[src/rtl/rbs_pkg.sv]
package rbs_pkg;
   localparam int unsigned NIB_W = 4;

   typedef enum logic [1:0] {
      RGN_RX   = 2'd0,
      RGN_TX   = 2'd1,
      RGN_CTL  = 2'd2,
      RGN_NONE = 2'd3
   } rbs_region_e;

   function automatic logic [NIB_W-1:0] rx_nibble(input logic a, input logic b);
      return {a, b, a, b};
   endfunction
endpackage

[src/rtl/rbs_pos_ctr.sv]
module rbs_pos_ctr #(
   parameter int unsigned CHANNELS    = 24,
   parameter int unsigned BITS_PER_CH = 8,
   parameter int unsigned FRAMES      = 12,
   parameter int unsigned A_FRAME     = 6,
   parameter int unsigned B_FRAME     = 12,
   localparam int unsigned FRAME_LEN  = 1 + CHANNELS * BITS_PER_CH,
   localparam int unsigned BIT_W      = $clog2(FRAME_LEN),
   localparam int unsigned FRM_W      = $clog2(FRAMES),
   localparam int unsigned CH_W       = $clog2(CHANNELS)
) (
   input  logic             clk,
   input  logic             rst_n,
   input  logic             sync,
   output logic [BIT_W-1:0] bit_pos,
   output logic [FRM_W-1:0] frame_idx,
   output logic             locked,
   output logic             sf_start,
   output logic             sf_end,
   output logic             rob_a,
   output logic             rob_b,
   output logic [CH_W-1:0]  rob_ch
);
   localparam logic [BIT_W-1:0] LAST_BIT = BIT_W'(FRAME_LEN - 1);
   localparam logic [FRM_W-1:0] LAST_FRM = FRM_W'(FRAMES - 1);
   localparam logic [BIT_W-1:0] BPC      = BIT_W'(BITS_PER_CH);
   localparam logic [FRM_W-1:0] A_IDX    = FRM_W'(A_FRAME - 1);
   localparam logic [FRM_W-1:0] B_IDX    = FRM_W'(B_FRAME - 1);

   logic [BIT_W-1:0] bit_q;
   logic [FRM_W-1:0] frm_q;
   logic             lock_q;
   logic             slot_lsb;

   always_comb begin
      bit_pos   = sync ? '0 : bit_q;
      frame_idx = sync ? '0 : frm_q;
      locked    = sync | lock_q;
      slot_lsb  = locked && (bit_pos != '0) && ((bit_pos % BPC) == '0);
      rob_ch    = CH_W'((bit_pos / BPC) - BIT_W'(1));
      rob_a     = slot_lsb && (frame_idx == A_IDX);
      rob_b     = slot_lsb && (frame_idx == B_IDX);
      sf_start  = locked && (bit_pos == '0) && (frame_idx == '0);
      sf_end    = locked && (bit_pos == LAST_BIT) && (frame_idx == LAST_FRM);
   end

   always_ff @(posedge clk) begin
      if (!rst_n) begin
         bit_q  <= '0;
         frm_q  <= '0;
         lock_q <= 1'b0;
      end else begin
         lock_q <= locked;
         if (bit_pos == LAST_BIT) begin
            bit_q <= '0;
            frm_q <= (frame_idx == LAST_FRM) ? '0 : frame_idx + FRM_W'(1);
         end else begin
            bit_q <= bit_pos + BIT_W'(1);
            frm_q <= frame_idx;
         end
      end
   end
endmodule

[src/rtl/rbs_rx_cap.sv]
module rbs_rx_cap #(
   parameter int unsigned CHANNELS = 24,
   localparam int unsigned CH_W    = $clog2(CHANNELS)
) (
   input  logic                clk,
   input  logic                rst_n,
   input  logic                rx_data,
   input  logic                rob_a,
   input  logic                rob_b,
   input  logic [CH_W-1:0]     rob_ch,
   input  logic                sf_end,
   input  logic                force_ones,
   output logic                rx_ser_out,
   output logic [CHANNELS-1:0] sig_a,
   output logic [CHANNELS-1:0] sig_b
);
   always_ff @(posedge clk) begin
      if (!rst_n) rx_ser_out <= 1'b0;
      else        rx_ser_out <= (force_ones && (rob_a || rob_b)) ? 1'b1 : rx_data;
   end

   for (genvar i = 0; i < CHANNELS; i++) begin : g_ch
      logic sh_a, sh_b, com_a, com_b, nxt_a, nxt_b;

      always_comb begin
         nxt_a = (rob_a && rob_ch == CH_W'(i)) ? rx_data : sh_a;
         nxt_b = (rob_b && rob_ch == CH_W'(i)) ? rx_data : sh_b;
      end

      always_ff @(posedge clk) begin
         if (!rst_n) begin
            sh_a  <= 1'b0;
            sh_b  <= 1'b0;
            com_a <= 1'b0;
            com_b <= 1'b0;
         end else begin
            sh_a <= nxt_a;
            sh_b <= nxt_b;
            if (sf_end) begin
               com_a <= nxt_a;
               com_b <= nxt_b;
            end
         end
      end

      assign sig_a[i] = com_a;
      assign sig_b[i] = com_b;
   end
endmodule

[src/rtl/rbs_tx_ins.sv]
module rbs_tx_ins #(
   parameter int unsigned CHANNELS = 24,
   localparam int unsigned CH_W    = $clog2(CHANNELS)
) (
   input  logic                clk,
   input  logic                rst_n,
   input  logic                tx_data_in,
   input  logic                rob_a,
   input  logic                rob_b,
   input  logic [CH_W-1:0]     rob_ch,
   input  logic                sf_start,
   input  logic [CHANNELS-1:0] stage_a,
   input  logic [CHANNELS-1:0] stage_b,
   output logic [CHANNELS-1:0] act_a,
   output logic [CHANNELS-1:0] act_b,
   output logic                tx_ser_out
);
   logic ins_a, ins_b;

   always_comb begin
      ins_a = 1'b0;
      ins_b = 1'b0;
      for (int c = 0; c < CHANNELS; c++) begin
         if (rob_ch == CH_W'(c)) begin
            ins_a = act_a[c];
            ins_b = act_b[c];
         end
      end
   end

   always_ff @(posedge clk) begin
      if (!rst_n) begin
         act_a      <= '0;
         act_b      <= '0;
         tx_ser_out <= 1'b0;
      end else begin
         if (sf_start) begin
            act_a <= stage_a;
            act_b <= stage_b;
         end
         tx_ser_out <= rob_a ? ins_a : (rob_b ? ins_b : tx_data_in);
      end
   end
endmodule

[src/rtl/rbs_regs.sv]
module rbs_regs
   import rbs_pkg::*;
#(
   parameter int unsigned CHANNELS   = 24,
   parameter int unsigned DATA_W     = 8,
   parameter int unsigned ADDR_W     = 5,
   localparam int unsigned CH_PER_REG = DATA_W / NIB_W,
   localparam int unsigned NUM_REGS   = CHANNELS / CH_PER_REG,
   localparam int unsigned CTL_ADDR   = 2 * NUM_REGS
) (
   input  logic                clk,
   input  logic                rst_n,
   input  logic                reg_wr,
   input  logic [ADDR_W-1:0]   reg_addr,
   input  logic [DATA_W-1:0]   reg_wdata,
   output logic [DATA_W-1:0]   reg_rdata,
   input  logic [CHANNELS-1:0] sig_a,
   input  logic [CHANNELS-1:0] sig_b,
   output logic [CHANNELS-1:0] stage_a,
   output logic [CHANNELS-1:0] stage_b,
   output logic                force_ones
);
   logic [DATA_W-1:0] tx_mem  [NUM_REGS];
   logic [DATA_W-1:0] rx_view [NUM_REGS];
   rbs_region_e       region;

   for (genvar k = 0; k < NUM_REGS; k++) begin : g_reg
      logic hit;
      assign hit = reg_wr && (reg_addr == ADDR_W'(NUM_REGS + k));

      always_ff @(posedge clk) begin
         if (!rst_n)   tx_mem[k] <= '0;
         else if (hit) tx_mem[k] <= reg_wdata;
      end

      for (genvar j = 0; j < CH_PER_REG; j++) begin : g_slot
         localparam int unsigned CH  = k * CH_PER_REG + j;
         localparam int unsigned TOP = DATA_W - 1 - NIB_W * j;
         assign rx_view[k][TOP -: NIB_W] = rx_nibble(sig_a[CH], sig_b[CH]);
         assign stage_a[CH] = tx_mem[k][TOP];
         assign stage_b[CH] = tx_mem[k][TOP-1];
      end
   end

   always_ff @(posedge clk) begin
      if (!rst_n)
         force_ones <= 1'b0;
      else if (reg_wr && reg_addr == ADDR_W'(CTL_ADDR))
         force_ones <= reg_wdata[0];
   end

   always_comb begin
      if (reg_addr < ADDR_W'(NUM_REGS))       region = RGN_RX;
      else if (reg_addr < ADDR_W'(CTL_ADDR))  region = RGN_TX;
      else if (reg_addr == ADDR_W'(CTL_ADDR)) region = RGN_CTL;
      else                                    region = RGN_NONE;
   end

   always_comb begin
      reg_rdata = '0;
      unique case (region)
         RGN_RX: begin
            for (int k = 0; k < NUM_REGS; k++)
               if (reg_addr == ADDR_W'(k)) reg_rdata = rx_view[k];
         end
         RGN_TX: begin
            for (int k = 0; k < NUM_REGS; k++)
               if (reg_addr == ADDR_W'(NUM_REGS + k)) reg_rdata = tx_mem[k];
         end
         RGN_CTL:  reg_rdata = {{(DATA_W-1){1'b0}}, force_ones};
         RGN_NONE: reg_rdata = '0;
      endcase
   end
endmodule

[src/rtl/rbs_codec.sv]
module rbs_codec #(
   parameter int unsigned CHANNELS    = 24,
   parameter int unsigned BITS_PER_CH = 8,
   parameter int unsigned FRAMES      = 12,
   parameter int unsigned A_FRAME     = 6,
   parameter int unsigned B_FRAME     = 12,
   parameter int unsigned DATA_W      = 8,
   parameter int unsigned ADDR_W      = 5
) (
   input  logic              clk,
   input  logic              rst_n,
   input  logic              rx_sync,
   input  logic              rx_data,
   output logic              rx_ser_out,
   input  logic              tx_sync,
   input  logic              tx_data_in,
   output logic              tx_ser_out,
   input  logic              reg_wr,
   input  logic [ADDR_W-1:0] reg_addr,
   input  logic [DATA_W-1:0] reg_wdata,
   output logic [DATA_W-1:0] reg_rdata
);
   localparam int unsigned FRAME_LEN  = 1 + CHANNELS * BITS_PER_CH;
   localparam int unsigned BIT_W      = $clog2(FRAME_LEN);
   localparam int unsigned FRM_W      = $clog2(FRAMES);
   localparam int unsigned CH_W       = $clog2(CHANNELS);
   localparam int unsigned CH_PER_REG = DATA_W / rbs_pkg::NIB_W;
   localparam int unsigned NUM_REGS   = CHANNELS / CH_PER_REG;

   if (DATA_W % rbs_pkg::NIB_W != 0 || CH_PER_REG == 0) begin : g_bad_dw
      $error("DATA_W must be a nonzero multiple of the nibble width");
   end
   if (CHANNELS % CH_PER_REG != 0 || CHANNELS < 2) begin : g_bad_ch
      $error("CHANNELS must fill the registers exactly");
   end
   if (FRAMES < 2 || A_FRAME < 1 || A_FRAME >= B_FRAME || B_FRAME > FRAMES) begin : g_bad_fr
      $error("signaling frames must satisfy 1 <= A_FRAME < B_FRAME <= FRAMES");
   end
   if ((1 << ADDR_W) <= 2 * NUM_REGS) begin : g_bad_aw
      $error("ADDR_W too narrow for the register map");
   end

   logic [BIT_W-1:0]    rx_bit_pos, tx_bit_pos;
   logic [FRM_W-1:0]    rx_frame_idx, tx_frame_idx;
   logic                rx_locked, tx_locked;
   logic                rx_sf_start, rx_sf_end, tx_sf_start, tx_sf_end;
   logic                rx_rob_a, rx_rob_b, tx_rob_a, tx_rob_b;
   logic [CH_W-1:0]     rx_rob_ch, tx_rob_ch;
   logic [CHANNELS-1:0] rx_sig_a, rx_sig_b;
   logic [CHANNELS-1:0] tx_stage_a, tx_stage_b, tx_act_a, tx_act_b;
   logic                force_ones;

   rbs_pos_ctr #(
      .CHANNELS(CHANNELS), .BITS_PER_CH(BITS_PER_CH), .FRAMES(FRAMES),
      .A_FRAME(A_FRAME), .B_FRAME(B_FRAME)
   ) rx_ctr_i (
      .clk(clk), .rst_n(rst_n), .sync(rx_sync),
      .bit_pos(rx_bit_pos), .frame_idx(rx_frame_idx), .locked(rx_locked),
      .sf_start(rx_sf_start), .sf_end(rx_sf_end),
      .rob_a(rx_rob_a), .rob_b(rx_rob_b), .rob_ch(rx_rob_ch)
   );

   rbs_pos_ctr #(
      .CHANNELS(CHANNELS), .BITS_PER_CH(BITS_PER_CH), .FRAMES(FRAMES),
      .A_FRAME(A_FRAME), .B_FRAME(B_FRAME)
   ) tx_ctr_i (
      .clk(clk), .rst_n(rst_n), .sync(tx_sync),
      .bit_pos(tx_bit_pos), .frame_idx(tx_frame_idx), .locked(tx_locked),
      .sf_start(tx_sf_start), .sf_end(tx_sf_end),
      .rob_a(tx_rob_a), .rob_b(tx_rob_b), .rob_ch(tx_rob_ch)
   );

   rbs_rx_cap #(.CHANNELS(CHANNELS)) rx_cap_i (
      .clk(clk), .rst_n(rst_n), .rx_data(rx_data),
      .rob_a(rx_rob_a), .rob_b(rx_rob_b), .rob_ch(rx_rob_ch),
      .sf_end(rx_sf_end), .force_ones(force_ones),
      .rx_ser_out(rx_ser_out), .sig_a(rx_sig_a), .sig_b(rx_sig_b)
   );

   rbs_tx_ins #(.CHANNELS(CHANNELS)) tx_ins_i (
      .clk(clk), .rst_n(rst_n), .tx_data_in(tx_data_in),
      .rob_a(tx_rob_a), .rob_b(tx_rob_b), .rob_ch(tx_rob_ch),
      .sf_start(tx_sf_start), .stage_a(tx_stage_a), .stage_b(tx_stage_b),
      .act_a(tx_act_a), .act_b(tx_act_b), .tx_ser_out(tx_ser_out)
   );

   rbs_regs #(.CHANNELS(CHANNELS), .DATA_W(DATA_W), .ADDR_W(ADDR_W)) regs_i (
      .clk(clk), .rst_n(rst_n), .reg_wr(reg_wr), .reg_addr(reg_addr),
      .reg_wdata(reg_wdata), .reg_rdata(reg_rdata),
      .sig_a(rx_sig_a), .sig_b(rx_sig_b),
      .stage_a(tx_stage_a), .stage_b(tx_stage_b), .force_ones(force_ones)
   );
endmodule

[config.mk]
export PLATFORM = sky130hd
export DESIGN_NAME = rbs_codec
export DESIGN_NICKNAME = d
export VERILOG_FILES = /design/src/rtl/rbs_pkg.sv /design/src/rtl/rbs_pos_ctr.sv /design/src/rtl/rbs_rx_cap.sv /design/src/rtl/rbs_tx_ins.sv /design/src/rtl/rbs_regs.sv /design/src/rtl/rbs_codec.sv
export SDC_FILE = /design/constraint.sdc
export NUM_CORES = 1
export LEC_CHECK = 0
export BUFFER_PORTS_ARGS = -buffer_cell sky130_fd_sc_hd__buf_2
export CORE_AREA = 2 2 153 155
export DETAILED_ROUTE_END_ITERATION = 10
export DIE_AREA = 0 0 155 157
export PLACE_DENSITY_LB_ADDON = 0.2
export SLEW_MARGIN = 15
export SYNTH_ARGS = -nofsm -noshare
export SYNTH_HDL_FRONTEND = slang
export SYNTH_SLANG_ARGS = --single-unit
[constraint.sdc]
create_clock -name clk -period 2.5 [get_ports clk]
set_clock_uncertainty 0.15 [all_clocks]
set_input_delay 0.25 -clock clk [delete_from_list [all_inputs] [get_ports clk]]
set_output_delay 0.25 -clock clk [all_outputs]
set_load 0.03 [all_outputs]
# --- Word level (Yosys, flattened, before mapping) ---
# Memories as Yosys holds them, arrays and structs flattened.
# Index checks and enable logic that the tools add are counted.
# Widths: inputs -> output; s select.
word_totals:
  register_bits: 173
  latchBits: 0
  ram_bits: 96
  mem_bits_ro: 0
  output_inout_bits: 10
  elab_cells: 481
  memories: 1
memory_table:
  columns: ["name", "depth", "word_bits", "read_ports", "rd_ports_with_merged_regs", "write_ports", "line_no", "rtl"]
  rows:
  - ["regs_i.tx_mem", 12, 8, 12, 0, 12, "rbs_regs.sv:23", "logic [DATA_W-1:0] tx_mem [NUM_REGS];"]
op_classes:
  add_sub_neg: 6
  mul: 0
  div_mod_pow: 0
  order_cmp: 2
  n_eq_ne: 79
  n_shift: 0
  mux: 184
  bitwise: 15
  reduce_logical: 87
op_table:
  columns: ["operator", "count"]
  rows:
  - ["$mux 8", 38]
  - ["$mux 1", 137]
  - ["$eq 5x5->1 const B", 25]
  - ["$eq 5x4->1 const B", 24]
  - ["$logic_and 1x1->1", 74]
  - ["$eq 5x3->1 const B", 12]
  - ["$pmux 8 s4", 1]
  - ["$eq 5x2->1 const B", 6]
  - ["$logic_not 8->1", 3]
  - ["$mux 4", 6]
  - ["$add 8x1->8 const B", 2]
  - ["$eq 8x8->1 const B", 2]
  - ["$reduce_bool 8->1", 2]
  - ["$eq 5x1->1 const B", 3]
  - ["$logic_not 5->1", 3]
  - ["$or 1x1->1", 14]
  - ["$sub 5x1->5 const B", 2]
  - ["$add 4x1->4 const B", 2]
  - ["$eq 4x3->1 const B", 2]
  - ["$eq 4x4->1 const B", 2]
  - ["$lt 5x4->1 const B", 1]
  - ["$lt 5x5->1 const B", 1]
  - ["$eq 2x2->1 const B", 2]
  - ["$logic_not 4->1", 1]
  - ["other kinds (6)", 8]

# --- Logic depth before layout (Yosys ltp) ---
# Gate-level depths: netlist of run 1.
logic_depth:
  ltp_word: 29
  ltp_mapped: 12

# --- Modules after synthesis ---
# From an unflattened synthesis of run 1, not the netlist that was laid out.
hier_totals:
  cells_unflattened: 1494
  hier_area_um2: 14188.6
by_module_without_submodules:
  columns: ["module", "instances", "cells_each", "area_each_um2", "seq_area_each_um2"]
  rows:
  - ["rbs_regs", 1, 539, 5708.0, 2902.8]
  - ["rbs_rx_cap", 1, 459, 4131.5, 1941.9]
  - ["rbs_tx_ins", 1, 277, 2597.5, 980.9]
  - ["rbs_pos_ctr at rx_ctr_i", 1, 115, 882.1, 260.2]
  - ["rbs_pos_ctr at tx_ctr_i", 1, 104, 869.6, 260.2]

# --- Worst setup path before layout of run 1 ---
# No wires, ideal clock.
synth_path:
  kind: "input port to output port"
  startpoint: "in reg_addr[3]"
  endpoint: "out reg_rdata[3]"
  arrival_time_ps: 2126
  required_ps: 2100
  path_slack_ps: -26
  stages: 8
  n_path_buf: 2
  path_cell_list: "clkbuf_1 -> or3b_1 -> buf_2 -> nor2_1 -> a22oi_1 -> a21oi_1 -> nor3_1 -> o21ai_0"
synth_between:
  elab_chain_len: 14
  word_cells_on_any_way: 59
  cone_classes: "2 x order compare; 27 x eq/ne; 28 x mux; 2 x reduce/logical"
synth_rtl:
  columns: ["element", "line_no", "rtl"]
  rows:
  - ["from (decl)", "rbs_codec.sv:19", "input logic [ADDR_W-1:0] reg_addr,"]
  - ["$eq 5x4->1 / $logic_not 5->1 (equally long branches)", "rbs_regs.sv:68, rbs_regs.sv:64", null]
  - ["$mux 8, on equally long branches (12 in a row)", "rbs_regs.sv:68, rbs_regs.sv:64", null]
  - ["$pmux 8 s4 (*)", "rbs_regs.sv:61", "unique case (region)"]
  - ["to (decl)", "rbs_codec.sv:21", "output logic [DATA_W-1:0] reg_rdata"]
# Mark *: on every way between the ends. The rest lies on a longest branch, timed or not.

==> results.md, run 1 <==
- The flow ran to the end, but the final reports show violations.
- The checks that failed: setup timing.
- The average size of a mapped cell is 9.694 sq um.
- The post-detailed-placement half-perimeter wirelength is 22,730 um.
- In the final routed layout, each cell accounts on average for 19.33 um.
- The initial standard-cell utilization of the core is 0.5652.
- The detailed-route DRC error count is 0.
- The number of distinct library cells after synthesis is 76.
- The clock network latency to the later pin of the worst-skew pair is 0.54 ns.
- For this run, the slowest stage of the critical path takes 0.49 ns.
- The signal on the critical path passes through mux4_2, a221oi_2, a21oi_2, a221oi_2, o211ai_1, buf_4.
- The cell with the largest stage delay on the worst path is mux4_2.
- Along the worst path, the maximum fanout reaches 1.
- The sequential cell area fraction in the yosys report is 0.4974.
- The category of cells accounting for the largest share of critical-path delay is compound AO/OA/AOI/OAI gates.
- For the worst setup path, the data required time is 2.10 ns.
- The DRC violation total after the first TritonRoute iteration is 1,053.
- For the final routed database, the setup TNS stands at -0.8354 ns.
- The worst hold path class is input pin to flip-flop.
- Dividing the detail-routed via count by the number of cells gives 5.938.
- The initial antenna violation count is 0.
- The number of CTS-inserted buffers is 28.
- Among all flip-flop cells after synthesis, the most frequent one is dfxtp_1.
- The number of storage elements in the synthesis netlist is 268.
- The analysis attributes to cell leakage a power of 0.005699 uW.
- The total power draw is 9466 uW.
- Summed over all layers, the global routing overflow is 0.
- The signal arrival time at the worst endpoint is 2.32 ns.
- The pre-antenna-repair detailed-routing pass consisted of 5 iterations.
- The die width is 155 um.
- Fill cells in the final layout number 1,776.
- The worst setup path is launched from a flip-flop.
- The share of cells above drive strength 1 is 0.1763.
- Together, buffers and inverters on the worst path number 1.
- For this design the total switching power over the nets is 2270 uW.
- The total via count in the routed design is 10,010.
- The tool flagged a number of max-cap violations equal to 0.
- The synthesis warning total is 0.
- The worst slew slack as a fraction of its limit is 0.5636.
- The worst setup path is captured at a primary output.
- For this run, the total global-route usage over all layers was measured as 0.2669.
- The number of global-route vias before repair came to 9,278.
- The post-synthesis to final-layout area growth is 15.76%.
- The CTS sink count is 268.
- The I/O pin count is 30.
- The pin count of the biggest net entering global routing is 124.
- The floorplan step set the die height to 157 um.
- CTS built an H-tree with a depth of 1.
- In the synthesized netlist, the number of instances is 1,312.
- Counting along the longest clock path gives a buffer depth of 3.
- The internal power consumption is 7197 uW.
- The setup path with the least slack is of type flip-flop to primary output.
- For this design the ratio of total power to cell area is 643.0 nW/um^2.
- The count of pins over their slew limit is 0.
- The weighted congestion reported at the end of routability-driven placement is 0.9652.
- The antenna violation net count after detailed routing is 0.
- The worst ir drop on vdd is 608.5 uV.
- The CTS tree is done.
- For this run, the post-layout net count is 1,408.
- The first-pass GRT wire length is 51,350 um.
- The routed wire length is 32,600 um.
- After clock tree synthesis, the clock-pin slew on the worst setup and hold paths is 0.06 ns.
- The diode insertion count for antenna repair is 0.
- Buffers placed on the I/O ports in this run total 29.
- In the post-route analysis, the smallest setup slack over all paths is -0.2248 ns.
- The post-synthesis instance area is 12,720 sq um.
- The standard cell core area is 22,500 sq um.
- The routed design could run at a clock period as short as 2.725 ns.
- The relative contribution of sequential cells to total power is 0.504.
- Setup repair after global routing could not meet its margin everywhere.
- Row generation in the floorplan step produced 55 rows.
- For this run, the top clock speed supported by timing is 367.0 MHz.
- The share of flip-flops with an asynchronous set or reset is 0.
- The final cycle utilization of the critical path is 1.090.
- The worst hold margin is 0.01640 ns.
- At the pin with the least slew margin, the transition time is 0.6521 ns.
- Of the total power, the share spent switching nets is 0.2398.
- Of the total power, the clock network draws 0.415.
- The cell occurring most often along the worst timing path is a221oi_2.
- The count of final hold-check violations is 0.
- The full die area is 24,340 sq um.
- The number of nets handed over by synthesis was 1,341.
- The tree is rooted in a clkbuf_16.
- Setup violations remaining at the end of the flow were counted as 7.
- The share of power burned in combinational logic is 0.082.
- The number of synthesized flops with an enable pin is 96.
synth_stat cells, drive strengths merged, types with 4 or more instances:
cell type  instances  area (sq um)
a211oi            20         160.2
a21oi             81         405.4
a222oi             4         40.04
a22oi              7         52.55
a31oi              4         25.02
and2             100         625.6
and3              11         68.82
and3b              6         52.55
buf               32         202.7
clkbuf            66         249.0
dfxtp            172          3443
edfxtp            96          2883
ha                 9         112.6
inv               23         86.33
mux2               8         90.09
mux2i             90         900.9
mux4              15         337.8
nand2             91         341.6
nand2b            11         68.82
nand3             28         145.1
nand4             16         106.4
nor2             181         684.4
nor2b             13         81.33
nor3              25         152.7
nor3b             12         95.09
nor4               4         40.04
o211ai             8         60.06
o21ai             94         470.5
o221ai             6         52.55
o22ai              4         25.02
or3                9         56.30
or3b               5         43.79
xnor2              5         43.79
xor2               9         78.83
power by group through the flow:
stage	combinational [uW]	clock [uW]	sequential, uW
final	772	3930	4770
after global routing	828	4150	4780
after CTS	754	3980	4770
after detailed placement	702	0	4860
after global placement	694	0	4860
after floorplan	480	0	4820
area by class of cell:
cell class,count,area [sq um],area share
flip-flops and latches,268,6331,0.4300
inverters,23,87.58,0.005949
multi-input cells,923,6007,0.4080
clock inverters,11,68.82,0.004674
clock buffers,41,790.8,0.05371
well taps,285,356.6,0.02422
repair buffers,135,1081,0.07343
flip-flops by register name, summed over array words and instances (netlist names):
name / cells
rx_cap_i.g_ch.com_b: 24
rx_cap_i.g_ch.sh_a: 24
rx_ctr_i.bit_q: 8
tx_ctr_i.frm_q: 4
tx_ins_i.act_b: 24
rx_ctr_i.lock_q: 1
rx_ctr_i.frm_q: 4
rx_cap_i.g_ch.com_a: 24
tx_ctr_i.lock_q: 1
tx_ins_i.tx_ser_out: 1
regs_i.force_ones: 1
rx_cap_i.rx_ser_out: 1
tx_ctr_i.bit_q: 8
tx_ins_i.act_a: 24
regs_i.tx_mem: 96
rx_cap_i.g_ch.sh_b: 23
worst register-to-register path: stages, from the launching register on:
cell and delay [ns]:
dfxtp_1 0.33, nor2b_1 0.18, ha_2 0.22, nand4bb_1 0.12, a211oi_2 0.21, buf_4 0.18
buf_8 0.14, nand2_1 0.10, buf_4 0.16, o21ai_0 0.25, a21oi_1 0.11
final timing paths:
check,from,end,slack [ns],cells after the start
max,regs_i.tx_mem[0][16],reg_rdata[0],-0.22,6
min,reg_wdata[4],regs_i.tx_mem[0][4],0.02,2
max reg2reg,rx_ctr_i.frm_q[0],rx_cap_i.g_ch[17].sh_b,0.21,10
min reg2reg,rx_cap_i.g_ch[4].sh_a,rx_cap_i.g_ch[4].sh_a,0.31,2
metal layers:
metal	track usage	routed length [um]
met1	0.4132	15150
met2	0.3985	14280
met3	0.03552	2603
met4	0.05952	561
met5	0	0
cells by family after synthesis:
logic type / after synthesis / synth area share
AO/OA/AOI/OAI: 258 / 0.1223
XOR/XNOR: 14 / 0.009641
adder cells (fa/ha/maj): 9 / 0.008854
buffers and inverters: 121 / 0.04230
flip-flops: 268 / 0.4974
multiplexers: 113 / 0.1045
AND/OR/NAND/NOR: 529 / 0.2151
through the flow:
| step | instance area (sq um) | std cells | worst slack, ns | utilization |
|---|---|---|---|---|
| 3_5_place_dp | 13520 | 1615 | -0.04777 | 0.6007 |
| 2_1_floorplan | 12720 | 1312 | 0.02552 | - |
| 3_3_place_gp | 13520 | 1615 | 0.03891 | 0.6007 |
| 6_report | 14720 | 1686 | -0.2248 | 0.6543 |
| 4_1_cts | 14610 | 1683 | -0.2362 | 0.6493 |
| 5_1_grt | 14720 | 1686 | -0.2795 | 0.6543 |
cell usage in the layout, fill, tap and decap left out, types with 5 or more instances in the layout:
cell and n:
nor3_1 21, o21ai_0 88, mux2i_1 89, a22oi_1 6
mux4_2 15, edfxtp_1 96, nor2_2 5, xor2_1 9
nor2_1 175, clkinv_2 8, nand4_1 15, o21ai_1 5
clkbuf_1 10, nor2b_1 13, xnor2_1 5, mux2_2 7
or3_1 9, ha_1 8, o221ai_1 5, and3_1 9
nand3_1 26, nand2_1 88, and2_1 100, a21oi_1 80
nor3b_1 11, nand2b_1 10, a211oi_1 18, o211ai_1 8
inv_1 22, dfxtp_1 168, clkbuf_16 29, and3b_1 5
buf_2 21, buf_12 7, buf_4 98
repair_timing:
item	CTS	global route
endpoints found under the hold margin	10	0
resized for setup	30	22
pin swaps	17	13
endpoints found under the setup margin	8	32
buffers inserted	12	3
hold buffers	4	0
No activity file was read; power rests on OpenSTA's default activity.
==> run 2: changes to the inputs <==
PLACE_DENSITY_LB_ADDON = 0.25   (was 0.2)
==> run 2 against run 1 <==
  * The run still ends with setup timing left
  * Clock power up 9.2%
  * Fmax decreased by 1.3%
  * Combinational power down 0.9%
  * Die area did not move
  * Sequential power barely moved
  * Non-clock buffer count is 3 lower
  * Sequential share of layout area shrank 0.11 points
  * Critical endpoint is now reg_rdata[7]
  * Largest cell class unchanged
==> results.md, run 2 (synthesized netlist as in run 1, its figures left out) <==
- The final net count is 1,405 (was 1,408).
- The ratio of total power to cell area is 665.3 nW/um^2 (was 643.0 nW/um^2).
- The worst-path maximum fanout is 2 (was 1).
- The number of CTS-inserted buffers is 28 (unchanged).
- The detailed-route DRC error count is 0 (unchanged).
- Unrepaired setup endpoints after global routing: true (unchanged).
- The met3 usage in global routing was 0.03992 (was 0.03552).
- The port buffer count was 29 (unchanged).
- The met2 track utilization from global routing was 0.4110 (was 0.3985).
- The worst hold path class is input pin to flip-flop (unchanged).
- The die width came to 155 um (unchanged).
- The total via count in the routed design was 10,090 (was 10,010).
- The clock network latency to the later pin of the worst-skew pair is 0.54 ns (about the same).
- The full die area was 24,340 sq um (unchanged).
- The transition at the pin with the smallest max-transition slack came to 0.6353 ns (was 0.6521 ns).
- The pre-CTS worst setup slack is -0.09086 ns (was -0.04777 ns).
- The worst ir drop on vdd is 652.5 uV (was 608.5 uV).
- The post-synthesis to final-layout area growth is 16.11% (was 15.76%).
- The delay contributed by the slowest stage of the critical path is 0.52 ns (was 0.49 ns).
- The signal arrival time at the worst endpoint is 2.36 ns (was 2.32 ns).
- The I/O pin count is 30 (unchanged).
- The cell leakage power is 0.005694 uW (was 0.005699 uW).
- The remaining global-route overflow is 0 (unchanged).
- The number of flip-flops under the largest register name is 96 (unchanged).
- Cell Chain, Critical Path: mux4_2, a222oi_1, o21ai_1, a211o_1, buf_6 (was mux4_2, a221oi_2, a21oi_2, a221oi_2, o211ai_1, buf_4).
- The layout filler cell count is 1,766 (was 1,776).
- The antenna violation net count after detailed routing is 0 (unchanged).
- The setup total negative slack is -0.8462 ns (was -0.8354 ns).
- The most crowded layer after global routing is met1 (unchanged).
- The DRC violation total after the first TritonRoute iteration came to 1,026 (was 1,053).
- The global routing met1 resource utilization is 0.4122 (was 0.4132).
- The die height is 157 um (unchanged).
- The number of global-route vias before repair came to 9,492 (was 9,278).
- The final cycle utilization of the critical path is 1.105 (was 1.090).
- The type of element capturing the critical path is a primary output (unchanged).
- The maximum number of buffers from clock root to sink is 3 (unchanged).
- The count of placed standard cells including taps is 1,608 (was 1,615).
- The CTS sink count is 268 (unchanged).
- The initial antenna violation count came to 0 (unchanged).
- The number of vias per cell after detailed routing came to 6.003 (was 5.938).
- The share of cells above drive strength 1 is 0.1734 (was 0.1763).
- The CTS tree is done (unchanged).
- The buffer type at the clock tree root is clkbuf_16 (unchanged).
- Result of the run: finished, violations left (unchanged).
- The most common library cell in the layout ignoring fill and taps is nor2_1 (unchanged).
- The buffers plus inverters on the worst setup path came to 1 (unchanged).
- The total of max-cap violations is 0 (unchanged).
- The shortest period the worst path allows is 2.762 ns (was 2.725 ns).
- The worst hold margin is 0.005683 ns (was 0.01640 ns).
- The non-filler instance count after layout was 1,681 (was 1,686).
- The final setup slack of the worst path is -0.2618 ns (was -0.2248 ns).
- The weighted congestion reported at the end of routability-driven placement is 0.9277 (was 0.9652).
- The routed wire length is 33,080 um (was 32,600 um).
- The type of the worst setup path is flip-flop to primary output (unchanged).
- The first-pass GRT wire length is 52,210 um (was 51,350 um).
- The standard cell core area is 22,500 sq um (unchanged).
- The post-detailed-placement half-perimeter wirelength came to 22,820 um (was 22,730 um).
- The sort of element at the start of the critical path was a flip-flop (unchanged).
- The cell row count is 55 (unchanged).
- The combined global-route utilization of all metal layers is 0.2714 (was 0.2669).
- Commonest non-fill, non-tap cells in the layout: 179 x nor2_1, 165 x dfxtp_1, 100 x and2_1, 96 x edfxtp_1, 94 x buf_4 (was 175 x nor2_1, 168 x dfxtp_1, 100 x and2_1, 98 x buf_4, 96 x edfxtp_1).
- The register bank with the most flops was regs_i.tx_mem (unchanged).
- The count of final hold-check violations came to 0 (unchanged).
- The cell with the largest stage delay on the worst path was mux4_2 (unchanged).
- The number of optimization iterations in the first detailed-route pass was 6 (was 5).
- The highest clock frequency the design can meet came to 362.1 MHz (was 367.0 MHz).
- The diode insertion count for antenna repair is 0 (unchanged).
- The worst slew slack as a fraction of its limit is 0.5749 (was 0.5636).
- The category of cells accounting for the largest share of critical-path delay is compound AO/OA/AOI/OAI gates (unchanged).
- The maximum level of the CTS H-tree is 1 (unchanged).
- The number of setup violations in the final report came to 8 (was 7).
- Violations in the final reports: setup timing (unchanged).
- The pin count of the biggest net entering global routing is 89 (was 124).
- The count of pins over their slew limit is 0 (unchanged).
- The critical path required time is 2.10 ns (about the same).
- The clock input transition at the sequential cells of the worst setup and hold paths is 0.07 ns (was 0.06 ns).
- The initial standard-cell utilization of the core is 0.5652 (unchanged).
- The average wire length per cell after detail routing is 19.68 um (was 19.33 um).
- The final cell utilization of the core was 0.6563 (was 0.6543).
[run 2: worst paths after layout]
check | from | endpoint | slack (ns) | cells after the start
hold / removal | reg_wdata[1] | regs_i.tx_mem[2][25] | 0.006 | 2
setup reg to reg | rx_ctr_i.bit_q[0] | rx_cap_i.g_ch[3].com_a | 0.21 | 10
setup / recovery | regs_i.tx_mem[2][15] | reg_rdata[7] | -0.26 | 5
hold reg to reg | rx_cap_i.g_ch[21].sh_a | rx_cap_i.g_ch[21].sh_a | 0.31 | 2
[run 2: power by group]
part | internal [uW] | switching (uW) | leakage (uW)
Sequential | 4670 | 98.5 | 0.00232
Clock | 2560 | 1730 | 0.000457
Combinational | 315 | 450 | 0.00292
Total | 7550 | 2270 | 0.00569
[run 2: layout make-up]
type                            count  area (sq um)  share of cell area
Clock buffer                       39         813.3             0.05507
Inverter                           23         87.58            0.005931
Multi-Input combinational cell    923          5962              0.4037
Tap cell                          285         356.6             0.02415
Timing Repair Buffer              132          1077             0.07295
Clock inverter                     11         136.4            0.009235
Sequential cell                   268          6335              0.4290
[run 2: per-stage QoR]
step	power [uW]	cell area (sq um)
final	9825	14770
after global routing	10080	14770
after CTS	9832	14690
after detailed placement	5558	13490
after global placement	5542	13490
after floorplan	5297	12720
[run 2: repair_timing]
item | CTS | global route
hold buffers | 3 | 0
buffers inserted | 14 | 6
setup endpoints to repair | 8 | 43
resized for setup | 34 | 10
endpoints found under the hold margin | 9 | 0
pin swaps | 17 | 3
[run 2: routing by layer]
layer	routed length (um)	vias up
li1	-	4792
met1	15250	4840
met2	14630	415
met3	2616	44
met4	592	0
met5	0	-
==> run 3: changes to the inputs <==
CORE_AREA = 2 2 147 149   (was 2 2 153 155)
DIE_AREA = 0 0 149 151   (was 0 0 155 157)
clock period = 3 ns   (was 2.5 ns; I/O delays follow)
==> run 3 against run 2 <==
  * The run now ends clean
  * Critical path type unchanged
  * Via count down 2.3%
  * Global-route usage up 1.1 points
  * Highest routed layer is now met5
  * Flip-flop and latch count unchanged
  * Hold slack better by 0.0082 ns
  * Clock power down 24%
  * Sequential share of layout area up 2.2 points
  * Wire length down 4.8%
==> results.md, run 3 (synthesized netlist as in run 1, its figures left out) <==
- The cell leakage power came to 0.005343 uW (was 0.005694 uW).
- The number of flip-flops under the largest register name is 96 (unchanged).
- The initial antenna violation count was 1 (was 0).
- The clock input transition at the sequential cells of the worst setup and hold paths is 0.06 ns (was 0.07 ns).
- The sort of element at the start of the critical path is a flip-flop (unchanged).
- Cell Chain, Critical Path: mux4_2, a222oi_1, o21ai_0, o21ai_0, o21ai_1, buf_2 (was mux4_2, a222oi_1, o21ai_1, a211o_1, buf_6).
- The initial standard-cell utilization of the core is 0.6108 (was 0.5652).
- The number of CTS-inserted buffers is 27 (was 28).
- The delay contributed by the slowest stage of the critical path is 0.49 ns (was 0.52 ns).
- For the finished layout, the period the worst path requires is 2.932 ns.
- Unrepaired setup endpoints after global routing: false (was true).
- The number of vias per cell after detailed routing came to 6.095 (was 6.003).
- The cell row count is 53 (was 55).
- Result of the run: completed (was finished, violations left).
- The post-synthesis to final-layout area growth was 10.28% (was 16.11%).
- The worst hold path class is input pin to flip-flop (unchanged).
- The number of setup violations in the final report was 0 (was 8).
- The cell occurring most often along the worst timing path is o21ai_0.
- The signal arrival time at the worst endpoint is 2.48 ns (was 2.36 ns).
- The diode insertion count for antenna repair is 0 (unchanged).
- The DRC violation total after the first TritonRoute iteration came to 1,046 (was 1,026).
- The I/O pin count came to 30 (unchanged).
- The average wire length per cell after detail routing is 19.47 um (was 19.68 um).
- The layout filler cell count is 1,665 (was 1,766).
- The depth of the worst register-to-register path is 8 (was 10).
- The clock network latency to the later pin of the worst-skew pair is 0.55 ns (was 0.54 ns).
- The worst-path maximum fanout came to 2 (unchanged).
- The worst slew slack as a fraction of its limit is 0.4145 (was 0.5749).
- The number of optimization iterations in the first detailed-route pass is 8 (was 6).
- Timing would allow up to 341.0 MHz.
- The register bank with the most flops is regs_i.tx_mem (unchanged).
- The pin count of the biggest net entering global routing came to 85 (was 89).
- The maximum number of buffers from clock root to sink was 3 (unchanged).
- The post-detailed-placement half-perimeter wirelength was 21,840 um (was 22,820 um).
- The worst ir drop on vdd is 509.4 uV (was 652.5 uV).
- The full die area came to 22,500 sq um (was 24,340 sq um).
- The transition at the pin with the smallest max-transition slack is 0.8783 ns (was 0.6353 ns).
- The port buffer count is 29 (unchanged).
- The type of element capturing the critical path is a primary output (unchanged).
- The setup total negative slack was 0 ns (was -0.8462 ns).
- The final net count is 1,350 (was 1,405).
- The weighted congestion reported at the end of routability-driven placement is 0.9571 (was 0.9277).
- The pre-CTS worst setup slack is 0.1973 ns (was -0.09086 ns).
- The antenna violation net count after detailed routing is 0 (unchanged).
- The maximum level of the CTS H-tree is 1 (unchanged).
- The count of final hold-check violations is 0 (unchanged).
- The combined global-route utilization of all metal layers is 0.2827 (was 0.2714).
- The most common library cell in the layout ignoring fill and taps is nor2_1 (unchanged).
- The critical path required time was 2.55 ns (was 2.10 ns).
- The CTS tree is done (unchanged).
- The cell with the largest stage delay on the worst path is mux4_2 (unchanged).
- The total via count in the routed design is 9,855 (was 10,090).
- Of the available clock period, the critical path in the final layout requires 0.9774.
- The number of global-route vias before repair is 9,206 (was 9,492).
- The detailed-route DRC error count is 0 (unchanged).
- The CTS sink count is 268 (unchanged).
- The final setup slack of the worst path is 0.06768 ns (was -0.2618 ns).
- The buffer type at the clock tree root is clkbuf_16 (unchanged).
- The remaining global-route overflow was 0 (unchanged).
- The first-pass GRT wire length was 49,880 um (was 52,210 um).
- The total of max-cap violations is 0 (unchanged).
- The count of pins over their slew limit is 0 (unchanged).
- The routed wire length is 31,490 um (was 33,080 um).
- The share of cells above drive strength 1 came to 0.1200 (was 0.1734).
- The standard cell core area is 20,820 sq um (was 22,500 sq um).
- Commonest non-fill, non-tap cells in the layout: 179 x nor2_1, 172 x dfxtp_1, 100 x and2_1, 96 x edfxtp_1, 92 x o21ai_0 (was 179 x nor2_1, 165 x dfxtp_1, 100 x and2_1, 96 x edfxtp_1, 94 x buf_4).
- The die height came to 151 um (was 157 um).
- The type of the worst setup path is flip-flop to primary output (unchanged).
- The ratio of total power to cell area is 554.7 nW/um^2 (was 665.3 nW/um^2).
- The worst hold path stage count is 4 (was 2).
- The die width is 149 um (was 155 um).
[run 3: cell count changes in the layout (fill, tap and decap cells not counted), sizes merged]
cell and delta:
clkbuf +2, inv +1, clkinvlp -3, clkinv +3, bufinv -2, buf -53, dlygate4sd3 -2
[run 3: worst paths after layout]
kind / start / end / slack [ns]
setup / recovery: regs_i.tx_mem[0][29] / reg_rdata[5] / 0.07
hold / removal: tx_sync / tx_ctr_i.frm_q[2] / 0.01
setup reg to reg: rx_ctr_i.frm_q[0] / rx_cap_i.g_ch[10].sh_b / 0.48
hold reg to reg: rx_cap_i.g_ch[21].sh_a / rx_cap_i.g_ch[21].sh_a / 0.30
[run 3: where the power goes]
part / switching, uW / total, uW / leakage, uW / internal [uW]
sequential: 86.8 / 3980 / 0.00231 / 3890
clock: 1390 / 3240 / 0.000417 / 1850
combinational: 345 / 555 / 0.00261 / 210
[run 3: cell type report]
cell class                 instances  area [sq um]  area share
clock buffer                      40         765.7     0.05459
clock inverter                    10         80.08    0.005709
inverter                          23         87.58    0.006244
multi-input combinational        923          5867      0.4183
sequential                       268          6326      0.4510
tap                              275         344.1     0.02453
timing repair buffer              78         555.5     0.03961
[run 3: worst max-delay path: cells and delay by family (launching register included)]
family,cells,cell delay (ns)
muxes,1,0.49
AOI/OAI and AO/OA,4,0.86
DFF,1,0.40
buffers and inverters,1,0.19
[run 3: through the flow]
stage	hold slack, ns	area (sq um)	total power [uW]	instances	utilization
global placement	0.2953	13160	4585	1566	0.6321
detailed placement	0.2972	13160	4599	1566	0.6321
CTS	0.003496	14020	7796	1617	0.6732
finish	0.01386	14030	7780	1617	0.6736
floorplan	0.2867	12720	4414	1312	-
global route	0.02907	14030	8011	1617	0.6736
[run 3: timing repair]
| action | 4_1_cts | 5_1_grt |
|---|---|---|
| resized for setup | 0 | 3 |
| hold endpoints to repair | 2 | 0 |
| buffers inserted | 0 | 0 |
| setup endpoints to repair | 0 | 3 |
| hold buffers | 1 | 0 |
[run 3: layer usage]
metal  vias up  GRT usage  share of wire
met5         -          0        0.00035
met4         2    0.07524          0.019
met3        48    0.06295          0.097
met2       412     0.4221           0.44
met1      4716     0.4174           0.44
li1       4677          -              -
